`src/rtl/cipher_check_pkg.sv`:
```
package cipher_check_pkg;
  typedef enum logic [1:0] {ST_IDLE, ST_FWD, ST_CHK, ST_OUT} phase_t;

  typedef struct packed {
    logic capture;   // latch input into work and hold registers
    logic fwdStep;   // one round of the primary pass
    logic chkStep;   // one round of the inverse check pass
    logic latchRes;  // store primary result
    logic useDec;    // primary pass direction is decryption
  } ctl_t;
endpackage

```
`src/rtl/cipher_keystore.sv`:
```
module cipher_keystore #(
  parameter int WIDTH = 32,
  parameter int WORDS = 16,
  localparam int AW = $clog2(WORDS)
) (
  input  logic             clk,
  input  logic             rstN,
  input  logic             we,
  input  logic [AW-1:0]    wAddr,
  input  logic [WIDTH-1:0] wData,
  input  logic [AW-1:0]    rAddrA,
  input  logic [AW-1:0]    rAddrB,
  output logic [WIDTH-1:0] rDataA,
  output logic [WIDTH-1:0] rDataB
);
  logic [WIDTH-1:0] mem [WORDS];

  always_ff @(posedge clk) begin
    if (!rstN) begin
      for (int i = 0; i < WORDS; i++) mem[i] <= '0;
    end else if (we) begin
      mem[wAddr] <= wData;
    end
  end

  assign rDataA = mem[rAddrA];
  assign rDataB = mem[rAddrB];
endmodule

```
`src/rtl/cipher_datapath.sv`:
```
module cipher_datapath
  import cipher_check_pkg::*;
#(
  parameter int BLOCK_W = 32,
  parameter int ROUNDS  = 8,
  parameter int ROT     = 5,
  localparam int KEY_WORDS = 2 * ROUNDS,
  localparam int KEY_AW    = $clog2(KEY_WORDS),
  localparam int RND_W     = $clog2(ROUNDS)
) (
  input  logic               clk,
  input  logic               rstN,
  input  ctl_t               ctl,
  input  logic [RND_W-1:0]   rnd,
  input  logic               keyWe,
  input  logic [KEY_AW-1:0]  keyAddr,
  input  logic [BLOCK_W-1:0] keyData,
  input  logic [BLOCK_W-1:0] inData,
  output logic [BLOCK_W-1:0] outData,
  output logic               match
);
  logic [BLOCK_W-1:0] workReg, holdReg, resReg;
  logic [BLOCK_W-1:0] addKey, xorKey;
  logic [BLOCK_W-1:0] encSum, encOut, decMix, decOut, stepOut;
  logic               stepDec;

  cipher_keystore #(.WIDTH(BLOCK_W), .WORDS(KEY_WORDS)) uKeys (
    .clk(clk), .rstN(rstN), .we(keyWe), .wAddr(keyAddr), .wData(keyData),
    .rAddrA({rnd, 1'b0}), .rAddrB({rnd, 1'b1}),
    .rDataA(addKey), .rDataB(xorKey)
  );

  // forward round: add, rotate left, xor
  assign encSum = workReg + addKey;
  assign encOut = ((encSum << ROT) | (encSum >> (BLOCK_W - ROT))) ^ xorKey;
  // inverse round: xor, rotate right, subtract
  assign decMix = workReg ^ xorKey;
  assign decOut = ((decMix >> ROT) | (decMix << (BLOCK_W - ROT))) - addKey;

  assign stepDec = ctl.chkStep ? !ctl.useDec : ctl.useDec;
  assign stepOut = stepDec ? decOut : encOut;
  assign match   = (stepOut == holdReg);

  always_ff @(posedge clk) begin
    if (!rstN) begin
      workReg <= '0;
      holdReg <= '0;
      resReg  <= '0;
    end else begin
      if (ctl.capture) begin
        workReg <= inData;
        holdReg <= inData;
      end else if (ctl.fwdStep || ctl.chkStep) begin
        workReg <= stepOut;
      end
      if (ctl.latchRes) resReg <= stepOut;
    end
  end

  assign outData = resReg;
endmodule

```
`src/rtl/cipher_control.sv`:
```
module cipher_control
  import cipher_check_pkg::*;
#(
  parameter int ROUNDS = 8,
  parameter int PER_W  = 4,
  localparam int RND_W = $clog2(ROUNDS)
) (
  input  logic             clk,
  input  logic             rstN,
  input  logic             inValid,
  input  logic             inDecrypt,
  input  logic [PER_W-1:0] checkPeriod,
  input  logic             outReady,
  input  logic             errClear,
  input  logic             match,
  output ctl_t             ctl,
  output logic [RND_W-1:0] rnd,
  output logic             inReady,
  output logic             outValid,
  output logic             busy,
  output logic             errFlag
);
  localparam logic [RND_W-1:0] LAST = RND_W'(ROUNDS - 1);

  phase_t           phase;
  logic [RND_W-1:0] cnt;
  logic [PER_W-1:0] blkCnt, perEff, blkNext;
  logic             decReg, doChk, accept, lastStep, mismatch;

  assign inReady  = (phase == ST_IDLE);
  assign outValid = (phase == ST_OUT);
  assign busy     = !inReady;
  assign accept   = inValid && inReady;
  assign lastStep = (cnt == LAST);
  assign mismatch = (phase == ST_CHK) && lastStep && !match;
  assign perEff   = (checkPeriod == '0) ? PER_W'(1) : checkPeriod;
  assign blkNext  = ((blkCnt + PER_W'(1)) >= perEff) ? '0 : blkCnt + PER_W'(1);

  always_comb begin
    ctl.capture  = accept;
    ctl.fwdStep  = (phase == ST_FWD);
    ctl.chkStep  = (phase == ST_CHK);
    ctl.latchRes = (phase == ST_FWD) && lastStep;
    ctl.useDec   = decReg;
    // an encrypting pass walks rounds upward, a decrypting pass downward
    if ((phase == ST_FWD) == decReg) rnd = LAST - cnt;
    else                             rnd = cnt;
  end

  always_ff @(posedge clk) begin
    if (!rstN) begin
      phase   <= ST_IDLE;
      cnt     <= '0;
      blkCnt  <= '0;
      decReg  <= 1'b0;
      doChk   <= 1'b0;
      errFlag <= 1'b0;
    end else begin
      if (mismatch)      errFlag <= 1'b1;
      else if (errClear) errFlag <= 1'b0;
      unique case (phase)
        ST_IDLE: if (accept) begin
          decReg <= inDecrypt;
          doChk  <= (blkCnt == '0);
          blkCnt <= blkNext;
          cnt    <= '0;
          phase  <= ST_FWD;
        end
        ST_FWD: begin
          cnt <= lastStep ? '0 : cnt + RND_W'(1);
          if (lastStep) phase <= doChk ? ST_CHK : ST_OUT;
        end
        ST_CHK: begin
          cnt <= lastStep ? '0 : cnt + RND_W'(1);
          if (lastStep) phase <= match ? ST_OUT : ST_IDLE;
        end
        ST_OUT: if (outReady) phase <= ST_IDLE;
        default: phase <= ST_IDLE;
      endcase
    end
  end
endmodule

```
`src/rtl/cipher_check_wrap.sv`:
```
module cipher_check_wrap
  import cipher_check_pkg::*;
#(
  parameter int BLOCK_W = 32,
  parameter int ROUNDS  = 8,
  parameter int ROT     = 5,
  parameter int PER_W   = 4,
  localparam int KEY_AW = $clog2(2 * ROUNDS),
  localparam int RND_W  = $clog2(ROUNDS)
) (
  input  logic               clk,
  input  logic               rstN,
  input  logic               keyWe,
  input  logic [KEY_AW-1:0]  keyAddr,
  input  logic [BLOCK_W-1:0] keyData,
  input  logic [PER_W-1:0]   checkPeriod,
  input  logic               inValid,
  output logic               inReady,
  input  logic               inDecrypt,
  input  logic [BLOCK_W-1:0] inData,
  output logic               outValid,
  input  logic               outReady,
  output logic [BLOCK_W-1:0] outData,
  output logic               busy,
  output logic               errFlag,
  input  logic               errClear
);
  ctl_t             ctl;
  logic [RND_W-1:0] rnd;
  logic             match;

  cipher_control #(.ROUNDS(ROUNDS), .PER_W(PER_W)) uCtl (
    .clk(clk), .rstN(rstN), .inValid(inValid), .inDecrypt(inDecrypt),
    .checkPeriod(checkPeriod), .outReady(outReady), .errClear(errClear),
    .match(match), .ctl(ctl), .rnd(rnd), .inReady(inReady),
    .outValid(outValid), .busy(busy), .errFlag(errFlag)
  );

  cipher_datapath #(.BLOCK_W(BLOCK_W), .ROUNDS(ROUNDS), .ROT(ROT)) uDp (
    .clk(clk), .rstN(rstN), .ctl(ctl), .rnd(rnd), .keyWe(keyWe),
    .keyAddr(keyAddr), .keyData(keyData), .inData(inData),
    .outData(outData), .match(match)
  );
endmodule

```
`config.mk`:
```
export PLATFORM = sky130hd
export DESIGN_NAME = cipher_check_wrap
export DESIGN_NICKNAME = d
export VERILOG_FILES = /design/src/rtl/cipher_check_pkg.sv /design/src/rtl/cipher_keystore.sv /design/src/rtl/cipher_datapath.sv /design/src/rtl/cipher_control.sv /design/src/rtl/cipher_check_wrap.sv
export SDC_FILE = /design/constraint.sdc
export NUM_CORES = 1
export LEC_CHECK = 0
export CAP_MARGIN = 25
export CORE_ASPECT_RATIO = 0.5
export CORE_UTILIZATION = 30
export DETAILED_ROUTE_END_ITERATION = 8
export SETUP_SLACK_MARGIN = 0.05
export SLEW_MARGIN = 25
export SYNTH_ARGS = -nofsm -noshare
export SYNTH_HDL_FRONTEND = slang
export SYNTH_SLANG_ARGS = --single-unit
```
`constraint.sdc`:
```
create_clock -name clk -period 9.7 [get_ports clk]
set_clock_uncertainty 0.2 [all_clocks]
set_input_delay 1.94 -clock clk [delete_from_list [all_inputs] [get_ports clk]]
set_output_delay 1.94 -clock clk [all_outputs]
set_load 0.05 [all_outputs]
```
Word-level counts from Yosys, hierarchy flattened:

Memory sizes are Yosys's and may differ from the RTL's.
Cells that the tools add are included.

* div/mod/pow operators: 0
* equal/unequal tests: 10
* reduce and logical (&&, ||, !) cells: 19
* mux-type cells: 26
* $mul: 0
* $add $sub $neg: 5
* order comparisons: 1
* shift operators: 0
* bitwise logic cells: 4

Operators by type and width (number)
* two-way mux 32 bit: 4
* bitwise XOR 32 bit: 2
* adder 32 bit: 1
* equality test 32 bit: 1
* OR 27 x 32 -> 32 bit: 1
* OR 32 x 5 -> 32 bit: 1
* OR reduction 32 bit: 1
* subtractor 32 bit: 1
* two-way mux 4 bit: 3
* two-way mux 2 bit: 5
* two-way mux 1 bit: 9
* two-way mux 3 bit: 3
* zero test 4 bit: 2
* one-hot mux 2 bit (4 select lines): 1
* != test 2 bit (second input constant): 3
* one-hot mux 3 bit (2 select lines): 1
* nonzero test 2 bit: 3
* adder 4 x 1 -> 4 bit (second input constant): 1
* equality test 2 bit (second input constant): 2
* greater-or-equal comparator 4 bit: 1
* logical AND 1 bit: 4
* AND reduction 2 bit: 2
* AND reduction 4 bit: 1
* adder 3 x 1 -> 3 bit (second input constant): 1
* other kinds (9): 11

* memories kept: 1
* input port bits: 79
* bits in read-only memories: 0
* output and inout port bits: 36
* memory bits (writable): 512
* bits in latches: 0
* word-level logic and storage cells: 75
* flip-flop bits (word level): 108

Memories
* uDp.uKeys.mem: words 16, width 32, rd ports 2, clocked after memory_dff 0, write ports 16, RTL line cipher_keystore.sv:16 `logic [WIDTH-1:0] mem [WORDS];`

Longest topological paths before layout:

An unclocked memory read counts as a cell.

* depth after elaboration: 12
* gate-level depth with buffers: 24
* mapped depth without buffers: 21

Modules after synthesis:

From an unflattened synthesis, not the netlist that was laid out.

* cells, all modules: 2952
* area total of the unflattened synthesis: 36429.9 um^2

Modules (own cells, without submodules)
* cipher_keystore: seq. area each 15374.7 um^2, area each 26556.7 um^2, cells each 1687, times used 1
* cipher_datapath: seq. area each 1921.8 um^2, area each 9061.2 um^2, cells each 1172, times used 1
* cipher_control: seq. area each 240.2 um^2, area each 812.0 um^2, cells each 93, times used 1

Worst setup path before layout:

Ideal clock, no wire load.

* path kind: reg2reg
* from: reg uCtl.phase[1]
* to: reg uCtl.phase[1]
* period minus slack after synthesis: 6.938 ns
* path buffers: 4
* required time: 9.440 ns
* setup slack: 2.762 ns
* stages on the path, launching flop included: 24
* library setup time: 0.060 ns
* data arrival time: 6.678 ns
* path through: dfxtp_1 -> inv_1 -> ha_1 -> buf_4 -> xor2_4 -> xnor2_4 -> clkbuf_1 -> buf_1 -> mux4_2 -> mux2_2 -> ha_1 -> clkbuf_1 -> a21oi_1 -> o221ai_1 -> o21bai_1 -> a2111oi_0 -> nor4_1 -> or3_1 -> a31oi_1 -> xnor2_1 -> nand3_1 -> or4_1 -> and4b_1 -> a41o_1

* longest elaborated chain between the ends: 12
* elaborated cells on any way between the ends: 25
* classes of those cells: add/sub: 2; eq/ne: 9; mux: 6; bitwise: 4; reduce/logical: 3; memory: 1

Ends and longest elaborated chain
* from (decl): RTL line cipher_control.sv:25 `phase_t phase;`
* from (signal assigned): RTL line cipher_control.sv:71 `if (lastStep) phase <= doChk ? ST_CHK : ST_OUT;`
* from (signal assigned): RTL line cipher_control.sv:75 `if (lastStep) phase <= match ? ST_OUT : ST_IDLE;`
* equality test 2 x 1 -> 1 bit: RTL line cipher_control.sv:46, cipher_control.sv:61
* equality test 1 bit: RTL line cipher_control.sv:46 `if ((phase == ST_FWD) == decReg) rnd = LAST - cnt;`
* two-way mux 3 bit: RTL line cipher_control.sv:46
* memory (16 x 32 bit)
* adder 32 bit or bitwise XOR 32 bit (tied branches): RTL line cipher_datapath.sv:34, cipher_datapath.sv:37
* OR 32 x 5 -> 32 bit or OR 27 x 32 -> 32 bit (tied branches): RTL line cipher_datapath.sv:35, cipher_datapath.sv:38
* bitwise XOR 32 bit or subtractor 32 bit (tied branches): RTL line cipher_datapath.sv:35, cipher_datapath.sv:38
* two-way mux 32 bit: RTL line cipher_datapath.sv:41 `assign stepOut = stepDec ? decOut : encOut;`
* equality test 32 bit: RTL line cipher_datapath.sv:42 `assign match = (stepOut == holdReg);`
* two-way mux 2 bit (2 in series): RTL line cipher_control.sv:75
* one-hot mux 2 bit (4 select lines): RTL line cipher_control.sv:61 `unique case (phase)`

Several ways; a longest one is shown, not always the timed one. The select of a mux whose other input is x is not followed.
A chain may end at the register's enable or synchronous reset.

Final worst setup path:

Ends and elaborated chain as after synthesis.

==> impl_metrics.env <==
export IMPL_critPathKind="flip-flop to flip-flop"
export IMPL_dr_total_vias=24000
export IMPL_crit_family="simple AND/OR/NAND/NOR gates"
export IMPL_place_area_um2=38100
export IMPL_synth_edf_count=512
export IMPL_rr_endpoint="uCtl.phase[1]"
export IMPL_ys_flop_type="edfxtp_1"
export IMPL_yosys_area_top_type_share_pct=44.0
export IMPL_outcome="complete, no violations"
export IMPL_nFillCells=11200
export IMPL_reg2reg_slack_ns=1.67
export IMPL_synth_compound_area_share_pct=8.53
export IMPL_synth_mux_area_share_pct=15.0
export IMPL_synth_top_family_by_area="simple AND/OR/NAND/NOR gates"
export IMPL_ff_latch_area_um2=17500
export IMPL_ys_ff_latch=620
export IMPL_cts_setup_buffers=0
export IMPL_cts_buffers=66
export IMPL_worstPathArrival_ns=8.41
export IMPL_holdWs_ns=0.262
export IMPL_grt_max_degree=111
export IMPL_cp_start_kind="flip-flop"
export IMPL_grt_ovfl_total=0
export IMPL_required_ns=10.08
export IMPL_setup_tns_ns=0
export IMPL_synthTopCellsByArea="edfxtp_1 (44%), mux4_2 (12%), and2_1 (9.4%)"
export IMPL_final_setup_worst_slack_ns=1.67
export IMPL_yosysWarnings=0
export IMPL_drt_initial_drc_count=2583
export IMPL_dp_slack_ns=1.91
export IMPL_yosys_area_share_adder_pct=2.94
export IMPL_min_path_cells=2
export IMPL_cts_buffer_depth=3
export IMPL_multi_input_area_um2=16600
export IMPL_ys_seq_area_share_pct=50.1
export IMPL_avgViaCountPerCell=5.37
export IMPL_htreeDepth=3
export IMPL_synth_cells=2855
export IMPL_crit_chain="inv_1 > ha_1 > xor2_4 > nor2_2 > or2_2 > buf_4 > mux4_2 > xnor2_1 > ha_1 > nand4_1 > or3_1 > a211oi_1 > nor3_1 > xnor2_1 > xnor2_1 > nor2_1 > a2111oi_0 > nand4_1 > or4_1 > and4b_1 > a41o_1"
export IMPL_cpMaxStageDelayCell="or2_2"
export IMPL_yosys_area_share_xor_xnor_pct=4.75
export IMPL_fin_area_um2=40300
export IMPL_syn2layout_area_growth_pct=15.2
export IMPL_cts_sinks=620
export IMPL_post_cts_resized_instances=0
export IMPL_grt_setup_unrepaired="false"
export IMPL_drv_slew=0
export IMPL_reg2reg_depth=21
export IMPL_critPathCapture="uCtl.phase[1]"
export IMPL_min_period_ns=8.03
export IMPL_grt_pass1_vias=23900
export IMPL_synth_common_cells="and2_1 (528), edfxtp_1 (512), nand2_1 (241), mux4_2 (185), clkbuf_1 (161)"
export IMPL_coreArea_um2=115000
export IMPL_yosysMostFrequentCell="and2_1"
export IMPL_cts_tree="built"
export IMPL_holdBufCountCts=0
export IMPL_endpoint_kind="flip-flop"
export IMPL_antenna_found_initial=5
export IMPL_root_buffer="clkbuf_16"
export IMPL_die_x_um=485
export IMPL_min_path_type="flip-flop to flip-flop"
export IMPL_dr_pass1_iters=6
export IMPL_nets=3050
export IMPL_ant_nets=0
export IMPL_wl_per_cell_um=25.2
export IMPL_insertion_delay_ns=0.64
export IMPL_startpoint="uCtl.phase[1]"
export IMPL_synthSimpleGateAreaFrac_pct=15.5
export IMPL_relSlewSlack_pct=25.2
export IMPL_worst_path_buf_inv=2
export IMPL_cp_max_fo=23
export IMPL_cp_depth=21
export IMPL_syn_area_um2=35000
export IMPL_cap_violations=0
export IMPL_synth_nets=3015
export IMPL_fin_crit_sh_pct=82.8
export IMPL_r2r_start="uCtl.phase[1]"
export IMPL_dieArea_um2=118000
export IMPL_async_reset_ff_share_pct=0
export IMPL_max_stage_delay_ns=0.85
export IMPL_rows=88
export IMPL_die_height_um=243
export IMPL_port_buffer_count=114
export IMPL_setup_viol=0
export IMPL_tightest_slew_ns=1.11
export IMPL_grtUsageTotal_pct=18.9
export IMPL_hold_viol=0
export IMPL_drc=0
export IMPL_ios=115
export IMPL_avgSynthCellArea_um2=12.3
export IMPL_gp_congestion=0.953
export IMPL_yosysUniqueCellTypes=77
export IMPL_wl_um=113000
export IMPL_cpMostUsedCell="xnor2_1"
export IMPL_path_clk_slew_ns=0.06
export IMPL_drive_gt1_share_pct=14.8
export IMPL_hpwlAfterDp_um=76400
export IMPL_yosys_area_top_type="edfxtp_1"
export IMPL_fmax_ghz=0.124
export IMPL_start_util_pct=30.3
export IMPL_grt_pass1_wl_um=165000
==> flip-flops by register name, indices dropped and copies added, names as in the netlist <==
| register | cells |
|---|---|
| uCtl.blkCnt | 4 |
| uDp.workReg | 32 |
| uDp.outData | 32 |
| uDp.uKeys.mem | 512 |
| uCtl.errFlag | 1 |
| uCtl.phase | 2 |
| uCtl.doChk | 1 |
| uCtl.cnt | 3 |
| uCtl.decReg | 1 |
| uDp.holdReg | 32 |
==> routing by layer <==
metal | vias to the layer above | part of all wire, % | global-route usage [%]
met4 | 6 | 3.3 | 6.57
met5 | - | 0.031 | 0
met3 | 206 | 7.3 | 2.82
met1 | 12200 | 44 | 26.2
li1 | 10600 | - | -
met2 | 984 | 45 | 30.1
==> area by class of cell <==
cell class                      instances  area share, %
Antenna cell                            1        0.00621
Sequential cell                       620           43.5
Multi-Input combinational cell       1970           41.3
Clock inverter                         29          0.928
Tap cell                             1530           4.75
Inverter                               58          0.540
Timing Repair Buffer                  174           4.54
Clock buffer                           88           4.41
==> cell usage in the layout (no fill, tap or decap), drive strengths merged, types with 15 or more instances in the layout <==
cell type,netlist,routed
nand3,36,36
xor2,85,85
nand2b,15,15
o21ai,77,77
clkinv,0,18
mux2,42,42
o211a,22,22
edfxtp,512,512
and2,528,528
nand2,241,241
a22oi,27,27
nor2,86,86
dfxtp,108,108
buf,46,61
nand4,23,23
nor3,21,21
a21o,17,17
ha,79,79
a21boi,79,79
o211ai,20,20
mux2i,42,42
xnor2,82,82
inv,58,63
mux4,192,192
clkbuf,161,88
clkdlybuf4s50,0,113
a21oi,88,88
a31oi,17,17
==> cells by family after synthesis <==
group,Yosys count
AO/OA/AOI/OAI,438
XOR/XNOR,174
adder cells (fa/ha/maj),81
buffers and inverters,265
flip-flops,620
multiplexers,276
AND/OR/NAND/NOR,1001
==> worst register-to-register path, stage by stage, from the launching register on <==
cell	delay, ns
dfxtp_1	0.41
inv_1	0.11
ha_1	0.33
xor2_4	0.23
nor2_2	0.58
or2_2	0.85
buf_4	0.40
mux4_2	0.47
xnor2_1	0.22
ha_1	0.46
nand4_1	0.19
or3_1	0.38
a211oi_1	0.46
nor3_1	0.22
xnor2_1	0.31
xnor2_1	0.16
nor2_1	0.06
a2111oi_0	0.61
nand4_1	0.25
or4_1	0.54
and4b_1	0.37
a41o_1	0.19
==> how the worst min path moves through the flow <==
stage                                 end       startpoint
final                     uDp.outData[13]  uDp.outData[13]
after global routing      uDp.outData[15]  uDp.outData[15]
after CTS                 uDp.outData[13]  uDp.outData[13]
after detailed placement  uDp.outData[13]  uDp.outData[13]
after global placement     uDp.outData[6]   uDp.outData[6]
after floorplan           uDp.holdReg[27]  uDp.holdReg[27]
==> through the flow <==
| stage | cells | utilization [%] |
|---|---|---|
| 2_1_floorplan | 2855 | - |
| 3_3_place_gp | 4340 | 32.8 |
| 3_5_place_dp | 4349 | 33.0 |
| 4_1_cts | 4466 | 34.9 |
| 5_1_grt | 4469 | 34.9 |
| 6_report | 4470 | 34.9 |
Power is left out: the tool's default activity adds up to more than one toggle a clock period on the data nets, which glitch-free logic cannot reach.
